$ cat src/rtl/env_pkg.sv
// Shared defaults and types for the volume envelope.
// Assumes one setup byte made of level, direction and interval fields.
package env_pkg;
    localparam int ENV_VOL_W = 4;
    localparam int ENV_PER_W = 3;

    typedef enum logic {
        DIR_FALL = 1'b0,
        DIR_RISE = 1'b1
    } env_dir_e;
endpackage

$ cat src/rtl/env_cfg_reg.sv
// Setup register: holds level, direction and interval and returns them unchanged.
// Assumes a single-cycle write strobe; the new value is visible the next cycle.
module env_cfg_reg #(
    parameter int VOL_W = 4,
    parameter int PER_W = 3,
    localparam int CFG_W = VOL_W + 1 + PER_W
) (
    input  logic             clk,
    input  logic             rst_n,
    input  logic             wr_en,
    input  logic [CFG_W-1:0] wdata,
    output logic [CFG_W-1:0] rdata,
    output logic [VOL_W-1:0] init_vol,
    output env_pkg::env_dir_e dir,
    output logic [PER_W-1:0] period
);
    logic [CFG_W-1:0] cfg_q;

    // Store the whole setup byte on a write and clear it on reset.
    always_ff @(posedge clk) begin
        if (!rst_n)     cfg_q <= '0;
        else if (wr_en) cfg_q <= wdata;
    end

    // Split the stored byte into its fields.
    always_comb begin
        rdata    = cfg_q;
        init_vol = cfg_q[CFG_W-1 -: VOL_W];
        dir      = env_pkg::env_dir_e'(cfg_q[PER_W]);
        period   = cfg_q[PER_W-1:0];
    end
endmodule

$ cat src/rtl/env_timer.sv
// Interval countdown: produces a one-cycle step request every `period` ticks.
// Assumes that trig overrides tick and that a zero period disables stepping.
module env_timer #(
    parameter int PER_W = 3
) (
    input  logic             clk,
    input  logic             rst_n,
    input  logic             trig,
    input  logic             tick,
    input  logic [PER_W-1:0] period,
    output logic             step
);
    logic [PER_W-1:0] cnt_q;
    logic             live;

    // Decide whether this tick counts and whether it expires the countdown.
    always_comb begin
        live = tick && !trig && (period != '0);
        step = live && (cnt_q <= PER_W'(1));
    end

    // Load on trigger, otherwise count down and reload when a step is taken.
    always_ff @(posedge clk) begin
        if (!rst_n)    cnt_q <= '0;
        else if (trig) cnt_q <= period;
        else if (step) cnt_q <= period;
        else if (live) cnt_q <= cnt_q - PER_W'(1);
    end
endmodule

$ cat src/rtl/env_level.sv
// Level register: loads on trigger and moves one step with saturation.
// Assumes that step is never high while trig is high.
module env_level #(
    parameter int VOL_W = 4
) (
    input  logic              clk,
    input  logic              rst_n,
    input  logic              trig,
    input  logic              step,
    input  env_pkg::env_dir_e dir,
    input  logic [VOL_W-1:0]  init_vol,
    output logic [VOL_W-1:0]  vol
);
    localparam logic [VOL_W-1:0] VMAX = '1;
    localparam logic [VOL_W-1:0] VMIN = '0;

    logic [VOL_W-1:0] vol_q;
    logic [VOL_W-1:0] vol_step;

    // Work out the next level for a step, holding at either limit.
    always_comb begin
        if (dir == env_pkg::DIR_RISE)
            vol_step = (vol_q == VMAX) ? vol_q : vol_q + VOL_W'(1);
        else
            vol_step = (vol_q == VMIN) ? vol_q : vol_q - VOL_W'(1);
    end

    // Update the level on trigger or step and clear it on reset.
    always_ff @(posedge clk) begin
        if (!rst_n)    vol_q <= '0;
        else if (trig) vol_q <= init_vol;
        else if (step) vol_q <= vol_step;
    end

    assign vol = vol_q;
endmodule

$ cat src/rtl/vol_env.sv
// Volume envelope top: setup register, interval countdown and level register.
// Assumes the envelope clock strobe and trigger are single-cycle pulses in the clk domain.
module vol_env #(
    parameter int VOL_W = env_pkg::ENV_VOL_W,
    parameter int PER_W = env_pkg::ENV_PER_W,
    localparam int CFG_W = VOL_W + 1 + PER_W
) (
    input  logic             clk,
    input  logic             rst_n,
    input  logic             cfg_wr,
    input  logic [CFG_W-1:0] cfg_wdata,
    output logic [CFG_W-1:0] cfg_rdata,
    input  logic             trig,
    input  logic             env_tick,
    output logic [VOL_W-1:0] vol_out
);
    logic [VOL_W-1:0]  init_vol;
    logic [PER_W-1:0]  period;
    env_pkg::env_dir_e dir;
    logic              step;

    env_cfg_reg #(.VOL_W(VOL_W), .PER_W(PER_W)) u_cfg (
        .clk      (clk),
        .rst_n    (rst_n),
        .wr_en    (cfg_wr),
        .wdata    (cfg_wdata),
        .rdata    (cfg_rdata),
        .init_vol (init_vol),
        .dir      (dir),
        .period   (period)
    );

    env_timer #(.PER_W(PER_W)) u_timer (
        .clk    (clk),
        .rst_n  (rst_n),
        .trig   (trig),
        .tick   (env_tick),
        .period (period),
        .step   (step)
    );

    env_level #(.VOL_W(VOL_W)) u_level (
        .clk      (clk),
        .rst_n    (rst_n),
        .trig     (trig),
        .step     (step),
        .dir      (dir),
        .init_vol (init_vol),
        .vol      (vol_out)
    );
endmodule

$ cat config.mk
export PLATFORM = sky130hd
export DESIGN_NAME = vol_env
export DESIGN_NICKNAME = d
export VERILOG_FILES = /design/src/rtl/env_pkg.sv /design/src/rtl/env_cfg_reg.sv /design/src/rtl/env_timer.sv /design/src/rtl/env_level.sv /design/src/rtl/vol_env.sv
export SDC_FILE = /design/constraint.sdc
export NUM_CORES = 1
export LEC_CHECK = 0
export BUFFER_PORTS_ARGS = -buffer_cell sky130_fd_sc_hd__clkbuf_2
export CORE_UTILIZATION = 52
export CTS_CLUSTER_SIZE = 30
export DETAILED_ROUTE_END_ITERATION = 16
export PLACE_DENSITY = 0.77
export SETUP_SLACK_MARGIN = 0.3
export SKIP_LAST_GASP = 1
export SYNTH_ARGS = -nofsm -noshare
export SYNTH_HDL_FRONTEND = slang
export SYNTH_SLANG_ARGS = --single-unit
$ cat constraint.sdc
create_clock -name clk -period 2.4 [get_ports clk]
set_input_delay 0.12 -clock clk [delete_from_list [all_inputs] [get_ports clk]]
set_output_delay 0.12 -clock clk [all_outputs]
set_load 0.02 [all_outputs]
; ---- After elaboration in Yosys (flattened, before gate mapping)
; Index checks and enable logic that the tools add are counted.
[totals]
ff_bits = 15
memories = 0
elab_cells = 27
latch_bits = 0
input_bits = 13
mem_bits_ro = 0
ram_bits = 0
output_inout_bits = 12
[classes]
eq_ne = 3
bitwise_logic = 0
n_addsub = 3
n_lt_le_gt_ge = 1
shifts = 0
mux = 8
mul = 0
reduce_logical = 9
div_mod_pow = 0
[op_table]
columns = cell, n
row1 = $mux 4, 5
row2 = $mux 3, 3
row3 = $ne 3x3->1 const B, 2
row4 = $reduce_bool 3->1, 2
row5 = $add 4x1->4 const B, 1
row6 = $eq 4x4->1 const B, 1
row7 = $logic_not 4->1, 1
row8 = $sub 4x1->4 const B, 1
row9 = $le 3x1->1 const B, 1
row10 = $logic_and 1x1->1, 3
row11 = $reduce_and 3->1, 1
row12 = $sub 3x1->3 const B, 1
row13 = $reduce_bool 2->1, 1
row14 = $logic_not 1->1, 1

; ---- Longest topological paths before layout
; Gate-level depths: netlist of the first run.
[depth]
depth_word = 6
mapped_depth = 6
ltp_nobuf = 6

; ---- Cells and area by module
; A second synthesis of the first run with hierarchy kept.
[hier_totals]
hier_cells = 99
hier_area_um2 = 933.4
[modules_own_cells]
columns = mod, area_each_um2, cells_per_inst, n_inst
row1 = env_cfg_reg, 361.6, 33, 1
row2 = env_level, 305.3, 34, 1
row3 = env_timer, 266.5, 32, 1

; ---- Worst setup path after synthesis of the first run
; No wires, ideal clock.
[synth_path]
path_kind = reg2reg
start = reg u_level.vol_q[0] (netlist: u_level.vol[0])
end = reg u_level.vol_q[3] (netlist: u_level.vol[3])
period_less_slack_ns = 1.587
arrival_ns = 1.508
slack_ns = 0.813
path_buffers = 0
setup_ns = 0.079
path_stages_with_launch = 5
path_cell_list = dfxtp_1 > or4_4 > mux2_4 > o2111a_1 > a211oi_2
[synth_via]
elab_chain_len = 5
word_cells_on_any_way = 12
classes_between = add/sub: 2 / eq/ne: 3 / mux: 5 / reduce/logical: 2
[synth_rtl]
columns = item, line_no
row1 = "start, declared", env_level.sv:17  ; logic [VOL_W-1:0] vol_q;
row2 = "start signal, assigned", env_level.sv:31  ; else if (trig) vol_q <= init_vol;
row3 = "start signal, assigned", env_level.sv:32  ; else if (step) vol_q <= vol_step;
row4 = $sub 4x1->4 / $add 4x1->4 (equally long branches), "env_level.sv:25, env_level.sv:23"
row5 = "$mux 4, on equally long branches", "env_level.sv:25, env_level.sv:23"
row6 = $mux 4, env_level.sv:22  ; if (dir == env_pkg::DIR_RISE)
row7 = $mux 4, env_level.sv:32
row8 = $mux 4, env_level.sv:31
; Several ways; a longest one is shown, not always the timed one. The select of a mux whose other input is x is not followed.
; A chain may end at the register's enable or synchronous reset.

; ---- Final worst setup path of the first run
[layout_path]
start = reg u_cfg.cfg_q[3] (netlist: u_cfg.rdata[3])
end = reg u_level.vol_q[3] (netlist: u_level.vol[3])
[layout_via]
elab_chain_len = 3
word_cells_on_any_way = 6
classes_between = eq/ne: 2 / mux: 3 / reduce/logical: 1
[layout_rtl]
columns = item, line_no
row1 = "start, declared", env_cfg_reg.sv:17  ; logic [CFG_W-1:0] cfg_q;
row2 = "start signal, assigned", env_cfg_reg.sv:22  ; else if (wr_en) cfg_q <= wdata;
row3 = $mux 4, env_level.sv:22
row4 = $mux 4, env_level.sv:32
row5 = $mux 4, env_level.sv:31
; Several ways; a longest one is shown, not always the timed one. The select of a mux whose other input is x is not followed.

==> implementation parameters, run 1 <==
Parameter                              Value

Timing
  Transition time at the pin with the least slew margin ... 722 ps
  Hold violation total from the final report ... 0
  Max_slew headroom ... 51.4%
  Hold_ws ... 69.1 ps
  Layout Skew ... 1.14 ps
  Setup violation total in the final timing report ... 0
  Post-layout min period ... 1710 ps
  RSZ-0062 raised after global routing ... false
  F_max ... 0.584 GHz
  Max-slew violation total from the final report ... 0
  Final worst-path cycle share ... 71.4%
  Setup_tns ... 0 ps

Synthesis
  Top cells by area, synth ... dfxtp_1 35%, mux2i_1 11%, ha_1 5.8%
  EDFF count, synth ... 0
  Mean instance size in the synthesized netlist ... 9.02 um^2
  Dominant combinational cell family by area after synthesis ... compound AO/OA/AOI/OAI gates
  Adder and majority gate portion of the synthesized area ... 8.18%
  Post-synth net total ... 113
  Cells after Synth ... 95
  Number of synthesis warnings ... 0
  Seq/Total Area, Yosys ... 35.0%
  Count of different cell masters after synthesis ... 35
  Leading area contributor after synthesis ... dfxtp_1
  Multiplexer share of the synthesized area ... 12.3%
  Combined area of all synthesized cells ... 857 um^2
  Post-synth top area share ... 35.0%
  XOR/XNOR share of the synthesized area ... 1.02%
  Most used flip-flop cell after synthesis ... dfxtp_1
  Commonest cells post-synth ... 15 x dfxtp_1, 12 x nor2_1, 9 x mux2i_1
  Most numerous cell in the Yosys netlist ... dfxtp_1
  Post-synthesis sequential element count ... 15
  Post-synthesis async set-or-reset flop share ... 0%
  Area fraction in compound gates after synthesis ... 23.2%
  Synthesized-area fraction occupied by and/or/nand/nor cells ... 15.3%

Clocking
  Post-CTS Setup Bufs ... 0
  Later-pin clock latency in the skew report ... 280 ps
  CTS Sinks ... 15
  Maximum level of the CTS H-tree ... 1
  Clock tree from TritonCTS ... built
  Hold buffer count at CTS ... 0
  CTS buffer count ... 3
  Worst-case clock buffer depth ... 2
  Clock-pin slew on the worst setup and hold paths ... 90 ps
  Post-CTS sizing ... 0
  Root buffer cell ... clkbuf_4

Layout
  Layout net count ... 138
  Inserted Diodes ... 0
  Final Util ... 65.8%
  Share of post-route cells with drive strength above 1 ... 28.6%
  Signed area change from the synthesized netlist to the final layout ... 17.1%

Critical path
  Start point of the critical path ... u_cfg.rdata[3]
  Required time worst endpoint ... 2610 ps
  Reg-to-Reg Start ... u_cfg.rdata[3]
  Arr. time, crit path ... 1930 ps
  Endpoint of the lowest-slack register-to-register path ... u_level.vol[3]
  Crit Path Category ... flop to flop
  CP Max Fanout ... 5
  Capture point of the worst path ... u_level.vol[3]
  Logic depth of the worst register-to-register path ... 6
  R2R setup slack ... 690 ps
  Category of the worst setup path launch point ... flop
  Endpoint type of the worst setup path ... flop

Power
  Post-layout total power ... 0.576 mW
  Sequential group share of total power ... 49.6%
  P per Cell Area ... 574 mW/mm^2
  Switch share ... 31.6%
  Maximum VDD drop ... 0.000359 V
  Relative contribution of the clock network to total power ... 25.3%
  Cell internal power dissipation ... 0.394 mW
  Part of the power in combinational logic ... 25.1%
  Standby leakage power ... 0.456 nW
  Net switching power ... 0.182 mW

Floorplanning
  IO Count ... 25
  Total die area ... 0.00181 mm^2
  Core box area ... 0.00152 mm^2
  DIE HEIGHT ... 42.6 um
  Initial standard-cell utilization of the core ... 56.2%
  Standard-cell row count ... 14
  Die W ... 42.6 um

Min path
  HP Class ... input port to flop
  Startpoint of the lowest-slack hold path ... cfg_wdata[6]
  Hold-critical path depth ... 3

Flow run
  Max_cap viols ... 0

Drt
  Total vias in the final route ... 798
  Count of unresolved DRC violations after routing ... 0
  Routed wire per std cell ... 12.8 um
  Total Wirelength ... 1.73 mm
  Number of detailed-routing iterations run before antenna repair ... 4
  First DRT Iteration DRCs ... 11
  Antenna Nets Post-Route ... 0
  Via density ... 5.91

Global route
  Global route overflow ... 0
  Pin count of the biggest net entering global routing ... 12
  Wire length of the first global-routing pass ... 3.01 mm
  Antenna violations before repair ... 0
  Via count of the first global-routing pass ... 739
  Global Route Usage Sum ... 22.4%

Placement
  PortBufs ... 24
  Detailed-placement wirelength estimate ... 1.34 mm
  Gp weighted congestion ... 0.843

Status
  Outcome ... completed
## logic make-up after synthesis
kind of cell    after synthesis
flops                        15
buf+inv                      10
xor+xnor                      1
compound gates               28
fa+ha+maj                     5
simple gates                 26
mux                          10
## flip-flops by register name, indices dropped and copies added (netlist names)
signal / cells
u_timer.cnt_q: 3
u_cfg.rdata: 8
u_level.vol: 4
## layout by cell type, fill, tap and decap left out, types with 2 or more instances in the layout
cell	n
o21ai_0	6
nand3_1	4
nor2_1	12
inv_1	6
mux2i_1	9
o221a_2	2
dfxtp_1	15
a21oi_1	7
clkbuf_2	24
a31oi_1	2
ha_1	4
nor3_1	3
clkbuf_4	3
## power by group through the flow
stage	registers (mW)	logic, mW	clock network [mW]
after detailed placement	0.292	0.145	0
final	0.286	0.145	0.146
after floorplan	0.301	0.0947	0
after global placement	0.290	0.141	0
after CTS	0.286	0.145	0.148
after global routing	0.290	0.162	0.163
## cell type report
| class | count | area [um^2] |
|---|---|---|
| Fill cell | 135 | 520 |
| Timing Repair Buffer | 24 | 120 |
| Inverter | 6 | 22.5 |
| Sequential cell | 15 | 300 |
| Tap cell | 16 | 20.0 |
| Multi-Input combinational cell | 70 | 514 |
| Clock buffer | 4 | 26.3 |
## metal layers
metal	GRT usage [%]	vias up	share of wire, %	wire length [um]
met2	33.8	24	45	775
met5	0	-	0	0
met4	14.4	0	2.4	42
met1	29.1	366	49	846
li1	-	403	-	-
met3	3.88	5	3.9	68
## worst max-delay path: stages, from the launching register on
cell	delay (ps)
dfxtp_1	400
inv_1	130
ha_1	360
nand3_1	110
and3_2	230
o2111a_1	230
a211oi_2	180
## how the worst min path moves through the flow
stage,end,slack [ps]
global placement,u_cfg.rdata[7],350
detailed placement,u_cfg.rdata[2],360
global route,u_cfg.rdata[2],60
CTS,u_cfg.rdata[2],60
finish,u_cfg.rdata[6],70
floorplan,u_level.vol[0],260
## metrics by stage
step,area [um^2],setup WS (ps),cells
after floorplan,857,813,95
after global placement,977,752,131
after detailed placement,977,698,131
after CTS,1000,678,135
after global routing,1000,517,135
final,1000,686,135
Note: power is estimated with default switching activity, not from simulation.
==> inputs of run 2 (changes only) <==
--- a/config.mk
+++ b/config.mk
@@ -6,10 +6,10 @@
 export NUM_CORES = 1
 export LEC_CHECK = 0
 export BUFFER_PORTS_ARGS = -buffer_cell sky130_fd_sc_hd__clkbuf_2
-export CORE_UTILIZATION = 52
+export CORE_UTILIZATION = 49
 export CTS_CLUSTER_SIZE = 30
 export DETAILED_ROUTE_END_ITERATION = 16
-export PLACE_DENSITY = 0.77
+export PLACE_DENSITY = 0.73
 export SETUP_SLACK_MARGIN = 0.3
 export SKIP_LAST_GASP = 1
 export SYNTH_ARGS = -nofsm -noshare
==> constraint.sdc (replaced) <==
create_clock -name clk -period 1.6 [get_ports clk]
set_input_delay 0.08 -clock clk [delete_from_list [all_inputs] [get_ports clk]]
set_output_delay 0.08 -clock clk [all_outputs]
set_load 0.02 [all_outputs]
==> run 2 against run 1 <==
Clock-buffer cell count down 1. Global-route usage up 1.3 points. Clock power up 57%. Cell area up 16%. Core utilization up 8.0 points. Hold slack worse by 55 ps. Cell count up 3.0%. Flip-flop and latch count unchanged. Critical path depth unchanged. Highest routed layer unchanged.
==> implementation parameters, run 2 (synthesis gave the netlist of run 1 again) <==
Parameter                              Value

Drt
  First DRT Iteration DRCs ... 14
  Antenna Nets Post-Route ... 0
  Total vias in the final route ... 824
  Routed wire per std cell ... 14.2 um
  Via density ... 5.93
  Total Wirelength ... 1.97 mm
  Count of unresolved DRC violations after routing ... 0
  Number of detailed-routing iterations run before antenna repair ... 8

Global route
  Via count of the first global-routing pass ... 709
  Antenna violations before repair ... 0
  Global Route Usage Sum ... 23.6%
  Global route overflow ... 0
  Wire length of the first global-routing pass ... 3.20 mm
  Pin count of the biggest net entering global routing ... 12

Placement
  Worst setup slack after placement ... -4.06 ps
  Cell area after placement ... 0.00107 mm^2
  Gp weighted congestion ... 0.796
  PortBufs ... 24
  Detailed-placement wirelength estimate ... 1.40 mm

Timing
  Max-slew violation total from the final report ... 0
  Post-layout min period ... 1580 ps
  Hold violation total from the final report ... 0
  Setup violation total in the final timing report ... 0
  Setup_tns ... 0 ps
  Fin worst setup slack ... 23.7 ps
  Transition time at the pin with the least slew margin ... 412 ps
  F_max ... 0.634 GHz
  Layout Skew ... 2.35 ps
  Max_slew headroom ... 72.5%
  Hold_ws ... 14.0 ps
  Final worst-path cycle share ... 98.5%
  RSZ-0062 raised after global routing ... true

Critical path
  Category of the worst setup path launch point ... flop
  Arr. time, crit path ... 1800 ps
  Endpoint type of the worst setup path ... flop
  R2R setup slack ... 20 ps
  Crit Path Category ... flop to flop
  CP Max Fanout ... 3
  Required time worst endpoint ... 1830 ps

Layout
  Share of post-route cells with drive strength above 1 ... 50.4%
  Post-route cell area ... 0.00116 mm^2
  Flip-flop and latch area ... 320 um^2
  Count of filler cells inserted in the layout ... 128
  Signed area change from the synthesized netlist to the final layout ... 35.9%
  Layout net count ... 142
  Inserted Diodes ... 0
  Leading cell type in the layout, fill and taps excluded ... clkbuf_2
  Largest register FFs ... 8
  Most frequent cells in the layout ... 24 x clkbuf_2, 11 x nor2_1, 9 x mux2i_1
  Area of combinational cells with multiple inputs ... 618 um^2

Clocking
  Maximum level of the CTS H-tree ... 1
  Root buffer cell ... clkbuf_4
  Hold buffer count at CTS ... 0
  Later-pin clock latency in the skew report ... 290 ps
  Clock-pin slew on the worst setup and hold paths ... 90 ps
  CTS buffer count ... 3
  Worst-case clock buffer depth ... 2
  Clock tree from TritonCTS ... built
  CTS Sinks ... 15

Floorplanning
  Core box area ... 0.00158 mm^2
  Total die area ... 0.00192 mm^2
  Standard-cell row count ... 14
  IO Count ... 25
  Die W ... 43.8 um
  Initial standard-cell utilization of the core ... 54.4%
  DIE HEIGHT ... 43.8 um

Status
  Outcome ... completed

Flow run
  Max_cap viols ... 0

Power
  Standby leakage power ... 0.497 nW
  P per Cell Area ... 802 mW/mm^2
  Maximum VDD drop ... 0.000535 V
  Post-layout total power ... 0.934 mW

Min path
  HP Class ... input port to flop
[run 2: what timing repair did]
item | CTS | global route
buffers inserted | 3 | 0
pin swaps | 1 | 5
gates resized for setup | 4 | 9
endpoints found under the setup margin | 6 | 7
[run 2: cell type report]
type                    count  area share, %
clock buffers               3           1.93
clock inverters             1          0.430
inverters                   6           2.15
multi-input cells          70           53.1
flip-flops and latches     15           27.5
well taps                  16           1.72
repair buffers             28           13.2
[run 2: final timing paths]
check,from,endpoint,cells past startpoint
min,cfg_wdata[1],u_cfg.rdata[1],3
max reg2reg,u_timer.cnt_q[1],u_timer.cnt_q[0],6
min reg2reg,u_cfg.rdata[6],u_level.vol[2],2
max,u_timer.cnt_q[1],u_timer.cnt_q[0],6
[run 2: routing by layer]
layer / track usage (%) / wire length (um)
met1: 31.1 / 987
met2: 34.9 / 843
met3: 6.25 / 101
met4: 13.1 / 41
met5: 0 / 0
[run 2: worst max-delay path, cell delays in order, from the launching register on]
cell,delay [ps]
dfxtp_4,370
inv_4,50
ha_4,150
o21ba_4,240
nor2_2,40
or4_4,510
a21oi_2,140
[run 2: through the flow]
| step | utilization [%] | instances |
|---|---|---|
| 2_1_floorplan | - | 95 |
| 3_3_place_gp | 67.9 | 132 |
| 3_5_place_dp | 67.9 | 132 |
| 4_1_cts | 71.6 | 139 |
| 5_1_grt | 73.9 | 139 |
| 6_report | 73.9 | 139 |
[run 2: power by group]
part	switching [mW]	internal [mW]	total (mW)	leakage [nW]
logic	0.146	0.129	0.275	0.351
registers	0.0321	0.398	0.430	0.128
clock network	0.136	0.0932	0.229	0.0177
==> inputs of run 3 (changes only) <==
--- a/config.mk
+++ b/config.mk
@@ -6,8 +6,9 @@
 export NUM_CORES = 1
 export LEC_CHECK = 0
 export BUFFER_PORTS_ARGS = -buffer_cell sky130_fd_sc_hd__clkbuf_2
+export CORE_MARGIN = 4
 export CORE_UTILIZATION = 49
-export CTS_CLUSTER_SIZE = 30
+export CTS_CLUSTER_SIZE = 8
 export DETAILED_ROUTE_END_ITERATION = 16
 export PLACE_DENSITY = 0.73
 export SETUP_SLACK_MARGIN = 0.3
==> run 3 against run 2 <==
Via count decreased by 4.6%. Largest power group unchanged. Critical path depth is 2 lower. Maximum frequency rose by 0.68%. Cell area fell by 0.43%. Critical endpoint is now u_level.vol[3]. Non-clock buffer count rose by 1.
==> implementation parameters, run 3 (synthesis gave the netlist of run 1 again) <==
Parameter                              Value

Placement
  Detailed-placement wirelength estimate ... 1.44 mm
  Worst setup slack after placement ... 1.98 ps
  Gp weighted congestion ... 0.759
  PortBufs ... 24

Drt
  Total Wirelength ... 1.91 mm
  Count of unresolved DRC violations after routing ... 0
  Antenna Nets Post-Route ... 0
  First DRT Iteration DRCs ... 9
  Number of detailed-routing iterations run before antenna repair ... 4
  Total vias in the final route ... 786
  Via density ... 5.61
  Routed wire per std cell ... 13.6 um

Layout
  Largest register FFs ... 8
  Layout net count ... 143
  Inserted Diodes ... 0
  Signed area change from the synthesized netlist to the final layout ... 35.3%
  Leading cell type in the layout, fill and taps excluded ... clkbuf_2
  Share of post-route cells with drive strength above 1 ... 49.2%
  Most frequent cells in the layout ... 24 x clkbuf_2, 11 x nor2_1, 8 x mux2i_1
  Count of filler cells inserted in the layout ... 127

Critical path
  CP Max Fanout ... 5
  Crit Path Category ... flop to flop
  Logic depth of the worst register-to-register path ... 4
  Required time worst endpoint ... 1800 ps
  Category of the worst setup path launch point ... flop
  Arr. time, crit path ... 1770 ps
  Endpoint type of the worst setup path ... flop

Global route
  Via count of the first global-routing pass ... 767
  Pin count of the biggest net entering global routing ... 12
  Global route overflow ... 0
  Global Route Usage Sum ... 17.2%
  Antenna violations before repair ... 0
  Wire length of the first global-routing pass ... 3.39 mm

Timing
  RSZ-0062 raised after global routing ... true
  Max_slew headroom ... 74.9%
  F_max ... 0.639 GHz
  Layout Skew ... 4.10 ps
  Fin worst setup slack ... 34.4 ps
  Setup violation total in the final timing report ... 0
  Hold violation total from the final report ... 0
  Final worst-path cycle share ... 97.9%
  Transition time at the pin with the least slew margin ... 376 ps
  Post-layout min period ... 1570 ps
  Setup_tns ... 0 ps
  Max-slew violation total from the final report ... 0

Power
  Post-layout total power ... 0.929 mW
  Standby leakage power ... 0.501 nW
  P per Cell Area ... 801 mW/mm^2
  Maximum VDD drop ... 0.000543 V

Clocking
  Hold buffer count at CTS ... 0
  Clock tree from TritonCTS ... built
  CTS buffer count ... 3
  Maximum level of the CTS H-tree ... 1
  Clock-pin slew on the worst setup and hold paths ... 100 ps
  CTS Sinks ... 15
  Root buffer cell ... clkbuf_4
  Later-pin clock latency in the skew report ... 280 ps
  Worst-case clock buffer depth ... 2

Floorplanning
  DIE HEIGHT ... 49.8 um
  IO Count ... 25
  Initial standard-cell utilization of the core ... 54.4%
  Core box area ... 0.00158 mm^2
  Die W ... 49.8 um
  Total die area ... 0.00248 mm^2
  Standard-cell row count ... 14

Min path
  Hold-critical path depth ... 3
  HP Class ... input port to flop

Flow run
  Max_cap viols ... 0

Status
  Outcome ... completed
## run 3: final cells by class
| class | count | area, um^2 | share of cell area, % |
|---|---|---|---|
| inverters | 6 | 25.0 | 2.16 |
| clock buffers | 3 | 22.5 | 1.94 |
| clock inverters | 1 | 5.00 | 0.432 |
| well taps | 16 | 20.0 | 1.73 |
| repair buffers | 29 | 161 | 13.9 |
| multi-input cells | 70 | 608 | 52.4 |
| flip-flops and latches | 15 | 318 | 27.4 |
## run 3: report_power, final
group / internal, mW / switching [mW]
Sequential: 0.399 / 0.0329
Combinational: 0.133 / 0.145
Clock: 0.0927 / 0.128
Total: 0.624 / 0.306
## run 3: timing repair
item,CTS,global route
pin swaps,1,3
setup endpoints to repair,6,7
resized for setup,3,8
setup buffers,3,1
## run 3: critical path: stages, from the launching register on
cell	delay, ps
dfxtp_2	350
or4_4	530
mux2_4	310
o2111a_1	150
a211oi_2	140
## run 3: metrics by stage
step | utilization, % | instance area (um^2) | hold slack (ps) | cells
final | 73.6 | 1160 | 28.1 | 140
after global routing | 73.6 | 1160 | 19.4 | 140
after CTS | 71.3 | 1120 | 26.8 | 139
after detailed placement | 67.9 | 1070 | 322 | 132
after global placement | 67.9 | 1070 | 313 | 132
after floorplan | - | 943 | 211 | 95
## run 3: final timing paths
path | endpoint | from | slack, ps
max | u_level.vol[3] | u_cfg.rdata[3] | 30
min | u_cfg.rdata[1] | cfg_wdata[1] | 30
max reg2reg | u_level.vol[3] | u_cfg.rdata[3] | 30
min reg2reg | u_level.vol[2] | u_cfg.rdata[6] | 500
## run 3: per-layer routing
| metal | vias to the layer above | track usage [%] | part of all wire (%) |
|---|---|---|---|
| li1 | 410 | - | - |
| met4 | 0 | 5.53 | 0.63 |
| met3 | 2 | 1.81 | 4.6 |
| met5 | - | 0 | 0 |
| met2 | 21 | 26.0 | 44 |
| met1 | 353 | 25.2 | 51 |
